### config.mk
export PLATFORM = sky130hd
export DESIGN_NAME = lb_path_ctrl
export DESIGN_NICKNAME = d
export VERILOG_FILES = /design/src/rtl/lb_pkg.sv /design/src/rtl/lb_ctl_decode.sv /design/src/rtl/lb_cfg_hold.sv /design/src/rtl/lb_route.sv /design/src/rtl/lb_path_ctrl.sv
export SDC_FILE = /design/constraint.sdc
export NUM_CORES = 1
export LEC_CHECK = 0
export BUFFER_PORTS_ARGS = -buffer_cell sky130_fd_sc_hd__buf_2
export CORE_AREA = 10 10 47 49
export DETAILED_ROUTE_END_ITERATION = 8
export DIE_AREA = 0 0 57 59
export GPL_ROUTABILITY_DRIVEN = 0
export PLACE_DENSITY = 0.66
export SLEW_MARGIN = 20
export SYNTH_ARGS = -nofsm -noshare
export SYNTH_HDL_FRONTEND = slang
export SYNTH_HIERARCHICAL = 1
export SYNTH_SLANG_ARGS = --single-unit
### constraint.sdc
create_clock -name clk -period 1.3 [get_ports clk]
set_input_delay 0.39 -clock clk [delete_from_list [all_inputs] [get_ports clk]]
set_output_delay 0.39 -clock clk [all_outputs]
set_load 0.005 [all_outputs]
### src/rtl/lb_pkg.sv
package lb_pkg;

    typedef enum logic [1:0] {
        LB_NORMAL     = 2'd0,
        LB_EXTERNAL   = 2'd1,
        LB_INT_DIRECT = 2'd2,
        LB_INT_CODEC  = 2'd3
    } lb_mode_e;

    typedef enum logic {
        PORT_PARALLEL = 1'b0,
        PORT_MANCH    = 1'b1
    } lb_port_e;

    // Raw control inputs as presented at the pins
    typedef struct packed {
        logic     loop_en;
        logic     int_sel;
        logic     byp_sel;
        lb_port_e port;
        logic     fdx;
    } lb_ctl_t;

    // Latched routing configuration
    typedef struct packed {
        lb_port_e port;
        lb_mode_e mode;
        logic     fdx;
    } lb_cfg_t;

    localparam lb_cfg_t LB_CFG_RESET = '{port: PORT_PARALLEL, mode: LB_NORMAL, fdx: 1'b0};

    function automatic lb_mode_e lb_decode(input lb_ctl_t c, input logic has_codec);
        lb_mode_e m;
        if (!c.loop_en)
            m = LB_NORMAL;
        else if (!c.int_sel)
            m = LB_EXTERNAL;
        else if (c.port == PORT_PARALLEL)
            m = LB_INT_DIRECT;
        else if (c.byp_sel || !has_codec)
            m = LB_INT_DIRECT;
        else
            m = LB_INT_CODEC;
        return m;
    endfunction

    function automatic logic lb_is_internal(input lb_mode_e m);
        return (m == LB_INT_DIRECT) || (m == LB_INT_CODEC);
    endfunction

endpackage

### src/rtl/lb_ctl_decode.sv
module lb_ctl_decode
    import lb_pkg::*;
#(
    parameter bit HAS_CODEC = 1'b1
) (
    input  lb_ctl_t ctl,
    output lb_cfg_t cfg_next
);
    always_comb begin
        cfg_next.port = ctl.port;
        cfg_next.mode = lb_decode(ctl, HAS_CODEC);
        cfg_next.fdx  = ctl.fdx;
    end
endmodule

### src/rtl/lb_cfg_hold.sv
module lb_cfg_hold
    import lb_pkg::*;
(
    input  logic    clk,
    input  logic    rst,
    input  logic    tx_busy,
    input  lb_cfg_t cfg_next,
    output lb_cfg_t cfg_q
);
    // New routing is taken only between frames
    always_ff @(posedge clk) begin
        if (rst)
            cfg_q <= LB_CFG_RESET;
        else if (!tx_busy)
            cfg_q <= cfg_next;
    end
endmodule

### src/rtl/lb_route.sv
module lb_route
    import lb_pkg::*;
#(
    parameter int DW        = 4,
    parameter bit HAS_CODEC = 1'b1
) (
    input  lb_cfg_t          cfg,
    input  logic [DW-1:0]    tx_data,
    input  logic             tx_vld,
    input  logic [DW-1:0]    pin_rx_data,
    input  logic             pin_rx_vld,
    input  logic             pin_col,
    input  logic [DW-1:0]    dec_data,
    input  logic             dec_vld,
    output logic [DW-1:0]    rxf_data,
    output logic             rxf_vld,
    output logic [DW-1:0]    pin_tx_data,
    output logic             pin_tx_en,
    output logic [DW-1:0]    enc_data,
    output logic             enc_vld,
    output logic             mac_col
);
    localparam logic [DW-1:0] ZERO = '0;

    logic          internal;
    logic          pins_live;
    logic [DW-1:0] loop_data;
    logic          loop_vld;

    assign internal  = lb_is_internal(cfg.mode);
    assign pins_live = !internal;

    // Transmit side: pins are silent in either internal mode
    assign pin_tx_data = pins_live ? tx_data : ZERO;
    assign pin_tx_en   = pins_live & tx_vld;

    // Collision: masked in internal modes; duplex mask only in normal mode
    always_comb begin
        unique case (cfg.mode)
            LB_NORMAL:   mac_col = pin_col & ~cfg.fdx;
            LB_EXTERNAL: mac_col = pin_col;
            default:     mac_col = 1'b0;
        endcase
    end

    generate
        if (HAS_CODEC) begin : g_codec
            logic via_codec;
            assign via_codec = (cfg.mode == LB_INT_CODEC);
            assign enc_data  = via_codec ? tx_data : ZERO;
            assign enc_vld   = via_codec & tx_vld;
            assign loop_data = via_codec ? dec_data : tx_data;
            assign loop_vld  = via_codec ? dec_vld  : tx_vld;
        end else begin : g_nocodec
            assign enc_data  = ZERO;
            assign enc_vld   = 1'b0;
            assign loop_data = tx_data;
            assign loop_vld  = tx_vld;
        end
    endgenerate

    // Receive side
    assign rxf_data = internal ? loop_data : pin_rx_data;
    assign rxf_vld  = internal ? loop_vld  : pin_rx_vld;
endmodule

### src/rtl/lb_path_ctrl.sv
module lb_path_ctrl
    import lb_pkg::*;
#(
    parameter int DW        = 4,
    parameter bit HAS_CODEC = 1'b1
) (
    input  logic          clk,
    input  logic          rst,
    input  logic          loop_en,
    input  logic          int_sel,
    input  logic          byp_sel,
    input  logic          port_sel,
    input  logic          fdx_en,
    input  logic [DW-1:0] tx_data,
    input  logic          tx_vld,
    input  logic [DW-1:0] pin_rx_data,
    input  logic          pin_rx_vld,
    input  logic          pin_col,
    input  logic [DW-1:0] dec_data,
    input  logic          dec_vld,
    output logic [DW-1:0] rxf_data,
    output logic          rxf_vld,
    output logic [DW-1:0] pin_tx_data,
    output logic          pin_tx_en,
    output logic [DW-1:0] enc_data,
    output logic          enc_vld,
    output logic          mac_col
);
    lb_ctl_t ctl;
    lb_cfg_t cfg_next;
    lb_cfg_t cfg_q;

    always_comb begin
        ctl.loop_en = loop_en;
        ctl.int_sel = int_sel;
        ctl.byp_sel = byp_sel;
        ctl.port    = lb_port_e'(port_sel);
        ctl.fdx     = fdx_en;
    end

    lb_ctl_decode #(.HAS_CODEC(HAS_CODEC)) u_dec (
        .ctl      (ctl),
        .cfg_next (cfg_next)
    );

    lb_cfg_hold u_hold (
        .clk      (clk),
        .rst      (rst),
        .tx_busy  (tx_vld),
        .cfg_next (cfg_next),
        .cfg_q    (cfg_q)
    );

    lb_route #(.DW(DW), .HAS_CODEC(HAS_CODEC)) u_route (
        .cfg         (cfg_q),
        .tx_data     (tx_data),
        .tx_vld      (tx_vld),
        .pin_rx_data (pin_rx_data),
        .pin_rx_vld  (pin_rx_vld),
        .pin_col     (pin_col),
        .dec_data    (dec_data),
        .dec_vld     (dec_vld),
        .rxf_data    (rxf_data),
        .rxf_vld     (rxf_vld),
        .pin_tx_data (pin_tx_data),
        .pin_tx_en   (pin_tx_en),
        .enc_data    (enc_data),
        .enc_vld     (enc_vld),
        .mac_col     (mac_col)
    );
endmodule

==> results of run 1 <==
-- critical path, stage by stage, from the launching register on --
cell	delay (ns)
dfxtp_4	0.35
buf_4	0.14
clkbuf_16	0.14
and3_4	0.16
buf_6	0.11
-- how the worst max path moves through the flow --
| stage | start | to | slack, ns | cells past startpoint |
|---|---|---|---|---|
| floorplan | u_hold/cfg_q[1] | mac_col | 0.16 | 2 |
| global placement | u_hold/cfg_q[1] | rxf_data[1] | -0.001 | 4 |
| detailed placement | u_hold/cfg_q[1] | rxf_data[1] | -0.01 | 4 |
| CTS | u_hold/cfg_q[1] | rxf_data[1] | -0.21 | 4 |
| global route | u_hold/cfg_q[1] | rxf_data[0] | -0.26 | 4 |
| finish | u_hold/cfg_q[1] | enc_data[2] | -0.21 | 4 |
-- through the flow --
stage	cells	hold WS [ns]	power (uW)	instance area [um^2]
after floorplan	44	0.457	163	328
after CTS	103	0.343	409	613
after global routing	105	0.357	448	663
after global placement	97	0.485	232	547
after detailed placement	97	0.497	234	547
final	105	0.341	416	663
-- layout by cell type (no fill, tap or decap), drive strengths merged --
master   n
buf     45
nor2     8
mux2i    8
a21oi    5
nor2b    5
and3     5
clkbuf   5
dfxtp    3
nand2b   1
a21boi   1
and2     1
and2b    1
nor3b    1
-- timing repair --
item	CTS	global route
setup endpoints to repair	15	16
pin swaps	1	1
buffers inserted	0	1
gates cloned	2	1
gates resized for setup	10	4
-- layer usage --
metal | vias to the layer above | track usage
met5 | - | 0
met4 | 0 | 0
met3 | 0 | 0.0622
met2 | 25 | 0.141
met1 | 195 | 0.0706
li1 | 243 | -
-- power groups by stage --
stage / logic (uW) / clock network (uW) / registers [uW]
final: 150 / 165 / 101
after global routing: 166 / 180 / 101
after CTS: 140 / 168 / 101
after detailed placement: 132 / 0 / 102
after global placement: 130 / 0 / 102
after floorplan: 61.8 / 0 / 101
-- area by class of cell --
| class | count | area share |
|---|---|---|
| Timing Repair Buffer | 46 | 0.455 |
| Multi-Input combinational cell | 36 | 0.374 |
| Sequential cell | 3 | 0.102 |
| Clock buffer | 4 | 0.0396 |
| Tap cell | 16 | 0.0302 |
==> impl_metrics.csv, run 1 <==
group,metric,value,unit
route,highest_layer,"met3",
route,dr_wl_met2,662,um
layout,insertedDiodeCount,0,
setup_path,worst_setup_path_end_kind,"primary output",
sta,slew_viol_final,0,
clock_network,clkLatencyLatePin,0.23,ns
clock_network,cts_tree,"done",
layout,reg_top3,"u_hold/cfg_q x3",
clock_network,numCtsBuffers,3,
layout,largest_register,"u_hold/cfg_q",
layout,final_layout_size_suffix_gt1_frac,0.618,
global_routing,grt_start_max_net_pins,11,
die,pin_count,39,
sta,finalSetupTns,-2.14,ns
sta,slew_headroom,0.901,
setup_path,path_max_fanout,5,
min_path,whs_endpoint,"u_hold/cfg_q[1]",
layout,fillerInstances,150,
route,postRouteAntennaNets,0,
route,drt_iter0_markers,4,
route,num_vias,463,
clock_network,clockBufferDepth,2,
sta,post-route-min-period,1.51,ns
placed_design,dpl.hpwl,1.04,mm
setup_path,cp.required,0.91,ns
pwr,clock_power_share,0.397,
sta,rsz0062_at_grt,"true",
pwr,internal_power,303,uW
global_routing,globalRouteTotalUtil,0.0776,
clock_network,hold_buffers,0,
route,avgRoutedWirePerCell,12.9,um
clock_network,cts_num_sinks,3,
job,drv_cap,0,
route,wirelength,1.35,mm
min_path,min_from,"rst",
route,viasPerCell,4.41,
yosys,syn_inst,44,
sta,skew,0,ns
layout,final_core_util,0.473,
pwr,ir_drop,0.536,mV
setup_path,critPathKind,"register to primary output",
setup_path,arrival,1.12,ns
pwr,p_switching,113,uW
layout,multiInputGateArea,248,um^2
status,violations,"negative setup slack",
layout,nNetsFinal,113,
setup_path,reg2reg_to,"u_hold/cfg_q[2]",
sta,finalHoldViolCount,0,
global_routing,antenna_found_initial,0,
die,dieHeight,59,um
sta,fin_ws,-0.213,ns
route,drtPass1Iterations,3,
pwr,powerDensity,627,nW/um^2
clock_network,cts.clk_slew.worst_paths,0.04,ns
pwr,switching_share,0.272,
setup_path,reg2reg_setup_slack,0.50,ns
yosys,yosys_warnings,6,
global_routing,grt_pass1_vias,492,
sta,period_share,1.16,
setup_path,crit_path_start_kind,"register",
pwr,pwr-share-comb,0.361,
die,coreArea,1400,um^2
clock_network,root_buffer,"clkbuf_4",
route,dr_wl_met3,190,um
global_routing,grt_pass1_wl,2.20,mm
placed_design,io_buffers,38,
layout,area_growth,102,%
yosys,syn_area,328,um^2
yosys,avgSynthCellArea,7.45,um^2
setup_path,reg2reg_from,"u_hold/cfg_q[2]",
route,wl_met1,498,um
setup_path,reg2reg_depth,3,
die,num_rows,14,
sta,worst_pin_slew,0.144,ns
layout,largest_reg_flops,3,
die,die_area,3360,um^2
yosys,syn_nets,67,
die,die_x,57,um
placed_design,pre_cts_ws,-0.0132,ns
sta,setup_viol,16,
global_routing,gr-total-overflow,0,
status,status,"finished, violations left",
die,start_util,0.234,
route,drc,0,
sta,fmax,661,MHz
min_path,min_delay_path_depth,2,
pwr,seqPwrFrac,0.242,
pwr,leakagePower,0.000370,uW
min_path,hold_path_class,"primary input to register",
clock_network,htree_levels,1,
layout,regArea,67.6,um^2
Power figures use the tool's default switching activity.
==> run 2: changes to the inputs <==
- clock period: 1.3 -> 1.7 ns (I/O delays scaled with it)
==> run 2 against run 1 <==
  * The flow now finishes without violations
  * Setup slack improved by 0.29 ns
  * Power shrank 28%
  * Register-to-register slack gained 0.43 ns
  * Hold slack better by 0.11 ns
  * Clock skew unchanged
  * Die area is the same
  * Sequential share of layout area grew 1.1 points
==> impl_metrics.csv, run 2 (synthesis results as in run 1) <==
group,metric,value,unit
layout,largest_register,"u_hold/cfg_q",
status,status,"finished, final reports clean",
sta,rsz0062_at_grt,"false",
layout,final_core_util,0.403,
min_path,min_delay_path_depth,2,
setup_path,crit_path_start_kind,"register",
global_routing,grt_pass1_vias,443,
route,drc,0,
route,num_vias,445,
sta,fmax,616,MHz
pwr,leakagePower,0.000334,uW
route,viasPerCell,4.41,
layout,postLayoutCellArea,564,um^2
global_routing,antenna_found_initial,0,
layout,area_growth,72.1,%
min_path,whs_endpoint,"u_hold/cfg_q[1]",
clock_network,clkLatencyLatePin,0.24,ns
clock_network,root_buffer,"clkbuf_4",
route,highest_layer,"met4",
global_routing,grt_start_max_net_pins,16,
route,wirelength,1.15,mm
sta,post-route-min-period,1.62,ns
global_routing,grt_pass1_wl,1.80,mm
route,postRouteAntennaNets,0,
clock_network,cts_resized,1,
setup_path,path_cells,"and2b_2 -> nor3b_1 -> buf_2",
route,dr_wl_met3,125,um
die,die_area,3360,um^2
setup_path,crit_family,"simple AND/OR/NAND/NOR gates",
route,avgRoutedWirePerCell,11.3,um
pwr,p_switching,82.1,uW
pwr,pwr-share-comb,0.316,
layout,insertedDiodeCount,0,
layout,reg_top3,"u_hold/cfg_q x3",
sta,setup_viol,0,
clock_network,htree_levels,1,
sta,finalHoldViolCount,0,
layout,final_common_cell,"buf_2",
global_routing,gr-total-overflow,0,
min_path,min_from,"rst",
setup_path,reg2reg_setup_slack,0.93,ns
die,num_rows,14,
placed_design,dpl.hpwl,1.02,mm
job,drv_cap,0,
placed_design,dp_cells,97,
placed_design,placed_area,534,um^2
route,drt_iter0_markers,4,
setup_path,reg2reg_depth,3,
setup_path,arrival,1.11,ns
pwr,ir_drop,0.309,mV
sta,skew,0,ns
clock_network,hold_buffers,0,
route,wl_met1,472,um
sta,period_share,0.955,
sta,slew_viol_final,0,
die,die_x,57,um
sta,finalSetupTns,0,ns
sta,whs,0.454,ns
setup_path,path_max_fanout,6,
setup_path,worst_setup_path_end_kind,"primary output",
die,pin_count,39,
clock_network,post-cts-setup-buffer-count,0,
layout,largest_reg_flops,3,
clock_network,numCtsBuffers,3,
clock_network,cts.clk_slew.worst_paths,0.04,ns
clock_network,cts_num_sinks,3,
setup_path,crit_slowest_cell,"dfxtp_4",
pwr,powerDensity,530,nW/um^2
route,drtPass1Iterations,4,
sta,worst_pin_slew,0.128,ns
layout,nNetsFinal,109,
global_routing,globalRouteTotalUtil,0.0650,
pwr,seqPwrFrac,0.255,
pwr,clock_power_share,0.429,
layout,instances_no_fill,101,
setup_path,reg2reg_from,"u_hold/cfg_q[2]",
clock_network,cts_tree,"done",
clock_network,clockBufferDepth,2,
die,dieHeight,59,um
pwr,internal_power,217,uW
die,start_util,0.234,
setup_path,critPathKind,"register to primary output",
pwr,switching_share,0.274,
layout,final_cell_mix,"buf_2, mux2i_1, nor2_1",
die,coreArea,1400,um^2
setup_path,cp.required,1.19,ns
setup_path,cp_num_buf_inv,1,
setup_path,slowest_delay,0.36,ns
layout,final_layout_size_suffix_gt1_frac,0.553,
setup_path,reg2reg_to,"u_hold/cfg_q[2]",
placed_design,io_buffers,38,
sta,slew_headroom,0.912,
route,dr_wl_met2,528,um
min_path,hold_path_class,"primary input to register",
run 2: area by class of cell:
type,instances,area [um^2]
flip-flops and latches,3,63.8
well taps,16,20.0
multi-input cells,36,234
clock buffers,4,26.3
fillers,161,837
repair buffers,42,220
run 2: per-layer routing:
metal,vias to the layer above,GRT usage
met5,-,0
met4,0,0.0302
met3,2,0.0386
met2,24,0.112
met1,189,0.0609
li1,230,-
run 2: through the flow:
stage / total power [uW] / worst slack, ns
2_1_floorplan: 125 / 0.439
3_3_place_gp: 174 / 0.196
3_5_place_dp: 175 / 0.180
4_1_cts: 309 / 0.0348
5_1_grt: 323 / 0.00697
6_report: 299 / 0.0765
run 2: how the worst max path moves through the flow:
stage,slack (ns),start,cells past startpoint,end
final,0.08,u_hold/cfg_q[1],3,mac_col
after global routing,0.007,u_hold/cfg_q[1],3,mac_col
after CTS,0.03,u_hold/cfg_q[1],3,mac_col
after detailed placement,0.18,tx_vld,4,rxf_vld
after global placement,0.20,tx_vld,4,rxf_vld
after floorplan,0.44,u_hold/cfg_q[1],2,mac_col
run 2: power groups by stage:
stage	clock [uW]	combinational, uW	sequential (uW)
2_1_floorplan	0	47.3	77.2
3_3_place_gp	0	95.2	78.5
3_5_place_dp	0	96.4	78.5
4_1_cts	135	96.8	77.6
5_1_grt	140	107	77.0
6_report	128	94.5	76.4
==> run 3: changes to the inputs <==
- HOLD_SLACK_MARGIN: not set -> 0.05
- PLACE_DENSITY: 0.66 -> 0.68
==> run 3 against run 2 <==
  * Count of clock-buffer cells in the layout stayed put
  * Register-to-register slack better by 0.15 ns
  * Utilization is 0.54 points higher
  * Critical endpoint is now rxf_data[3]
  * Critical path type unchanged
  * Cell count stayed put
  * Critical path depth is 1 higher
  * Routed wire length is 9.6% higher
  * First-iteration DRC count is 25% higher
  * Sequential share of layout area is 0.37 points lower
  * Sequential cell count stayed put
==> impl_metrics.csv, run 3 (synthesis results as in run 1) <==
group,metric,value,unit
die,num_rows,14,
placed_design,placed_area,519,um^2
route,wirelength,1.26,mm
clock_network,numCtsBuffers,3,
min_path,hold_path_class,"primary input to register",
setup_path,worst_setup_path_end_kind,"primary output",
pwr,leakagePower,0.000337,uW
setup_path,arrival,1.12,ns
route,drtPass1Iterations,2,
setup_path,reg2reg_depth,2,
clock_network,hold_buffers,0,
sta,rsz0062_at_grt,"true",
setup_path,cp.required,1.19,ns
route,drc,0,
die,die_area,3360,um^2
placed_design,pre_cts_ws,0.179,ns
route,postRouteAntennaNets,0,
global_routing,antenna_found_initial,0,
global_routing,globalRouteTotalUtil,0.0756,
layout,final_layout_size_suffix_gt1_frac,0.576,
die,dieHeight,59,um
layout,insertedDiodeCount,0,
route,drt_iter0_markers,5,
clock_network,htree_levels,1,
layout,nNetsFinal,109,
sta,slew_viol_final,0,
sta,finalHoldViolCount,0,
clock_network,clockBufferDepth,2,
route,viasPerCell,4.41,
layout,final_cell_mix,"buf_2, nor2_1, mux2i_1",
min_path,min_delay_path_depth,2,
global_routing,gr-total-overflow,0,
global_routing,grt_pass1_vias,475,
die,pin_count,39,
sta,fin_ws,0.0669,ns
sta,period_share,0.961,
layout,area_growth,74.4,%
layout,final_common_cell,"buf_2",
sta,setup_viol,0,
layout,postLayoutCellArea,572,um^2
pwr,ir_drop,0.319,mV
global_routing,grt_start_max_net_pins,20,
clock_network,clkLatencyLatePin,0.23,ns
sta,post-route-min-period,1.63,ns
layout,reg_top3,"u_hold/cfg_q x3",
clock_network,cts_tree,"done",
die,start_util,0.234,
sta,skew,0,ns
clock_network,root_buffer,"clkbuf_4",
job,drv_cap,0,
clock_network,cts_num_sinks,3,
die,coreArea,1400,um^2
setup_path,critPathKind,"register to primary output",
sta,slew_headroom,0.902,
route,avgRoutedWirePerCell,12.4,um
die,die_x,57,um
layout,largest_register,"u_hold/cfg_q",
placed_design,io_buffers,38,
pwr,powerDensity,522,nW/um^2
setup_path,crit_path_start_kind,"register",
setup_path,path_max_fanout,5,
layout,largest_reg_flops,3,
global_routing,grt_pass1_wl,2.05,mm
route,num_vias,445,
clock_network,cts.clk_slew.worst_paths,0.03,ns
sta,fmax,612,MHz
status,status,"finished, final reports clean",
sta,worst_pin_slew,0.144,ns
-- run 3: per-layer routing --
| metal | track usage | wire length (um) | vias up |
|---|---|---|---|
| met4 | 0.0604 | 10 | 0 |
| met2 | 0.118 | 588 | 24 |
| met3 | 0.0408 | 140 | 2 |
| met5 | 0 | 0 | - |
| li1 | - | - | 230 |
| met1 | 0.0734 | 516 | 189 |
-- run 3: stage by stage --
| stage | setup TNS (ns) | power, uW | hold slack (ns) | util | instances |
|---|---|---|---|---|---|
| after CTS | 0 | 303 | 0.471 | 0.392 | 99 |
| after floorplan | 0 | 125 | 0.457 | - | 44 |
| after global routing | -0.0227 | 324 | 0.464 | 0.408 | 101 |
| final | 0 | 298 | 0.476 | 0.408 | 101 |
| after global placement | 0 | 170 | 0.474 | 0.371 | 95 |
| after detailed placement | 0 | 173 | 0.483 | 0.371 | 95 |
-- run 3: worst max-delay path, cell delays in order, from the launching register on --
cell     delay (ns)
dfxtp_2        0.34
buf_6          0.14
mux2i_2        0.21
a21oi_1        0.08
buf_2          0.13
-- run 3: path summary, 6_finish.rpt --
check             slack [ns]              end            start
setup / recovery        0.07      rxf_data[3]  u_hold/cfg_q[1]
hold reg to reg         0.51  u_hold/cfg_q[0]  u_hold/cfg_q[0]
hold / removal          0.48  u_hold/cfg_q[2]              rst
setup reg to reg        1.08  u_hold/cfg_q[2]  u_hold/cfg_q[2]
-- run 3: layout make-up --
type / count / area, um^2
clock buffers: 4 / 26.3
fillers: 144 / 830
multi-input cells: 36 / 238
flip-flops and latches: 3 / 62.6
well taps: 16 / 20.0
repair buffers: 42 / 225
-- run 3: timing repair --
item,4_1_cts,5_1_grt
buffers inserted,0,1
setup endpoints to repair,2,8
pin swaps,0,1
cloned,0,1
resized for setup,1,4
-- run 3: power breakdown --
group / switching (uW) / internal [uW] / total (uW) / leakage (uW)
Clock: 34.1 / 87.7 / 122 / 0.0000150
Combinational: 41.6 / 57.0 / 98.6 / 0.000296
Sequential: 3.01 / 74.9 / 77.9 / 0.0000255
Total: 78.7 / 220 / 298 / 0.000337
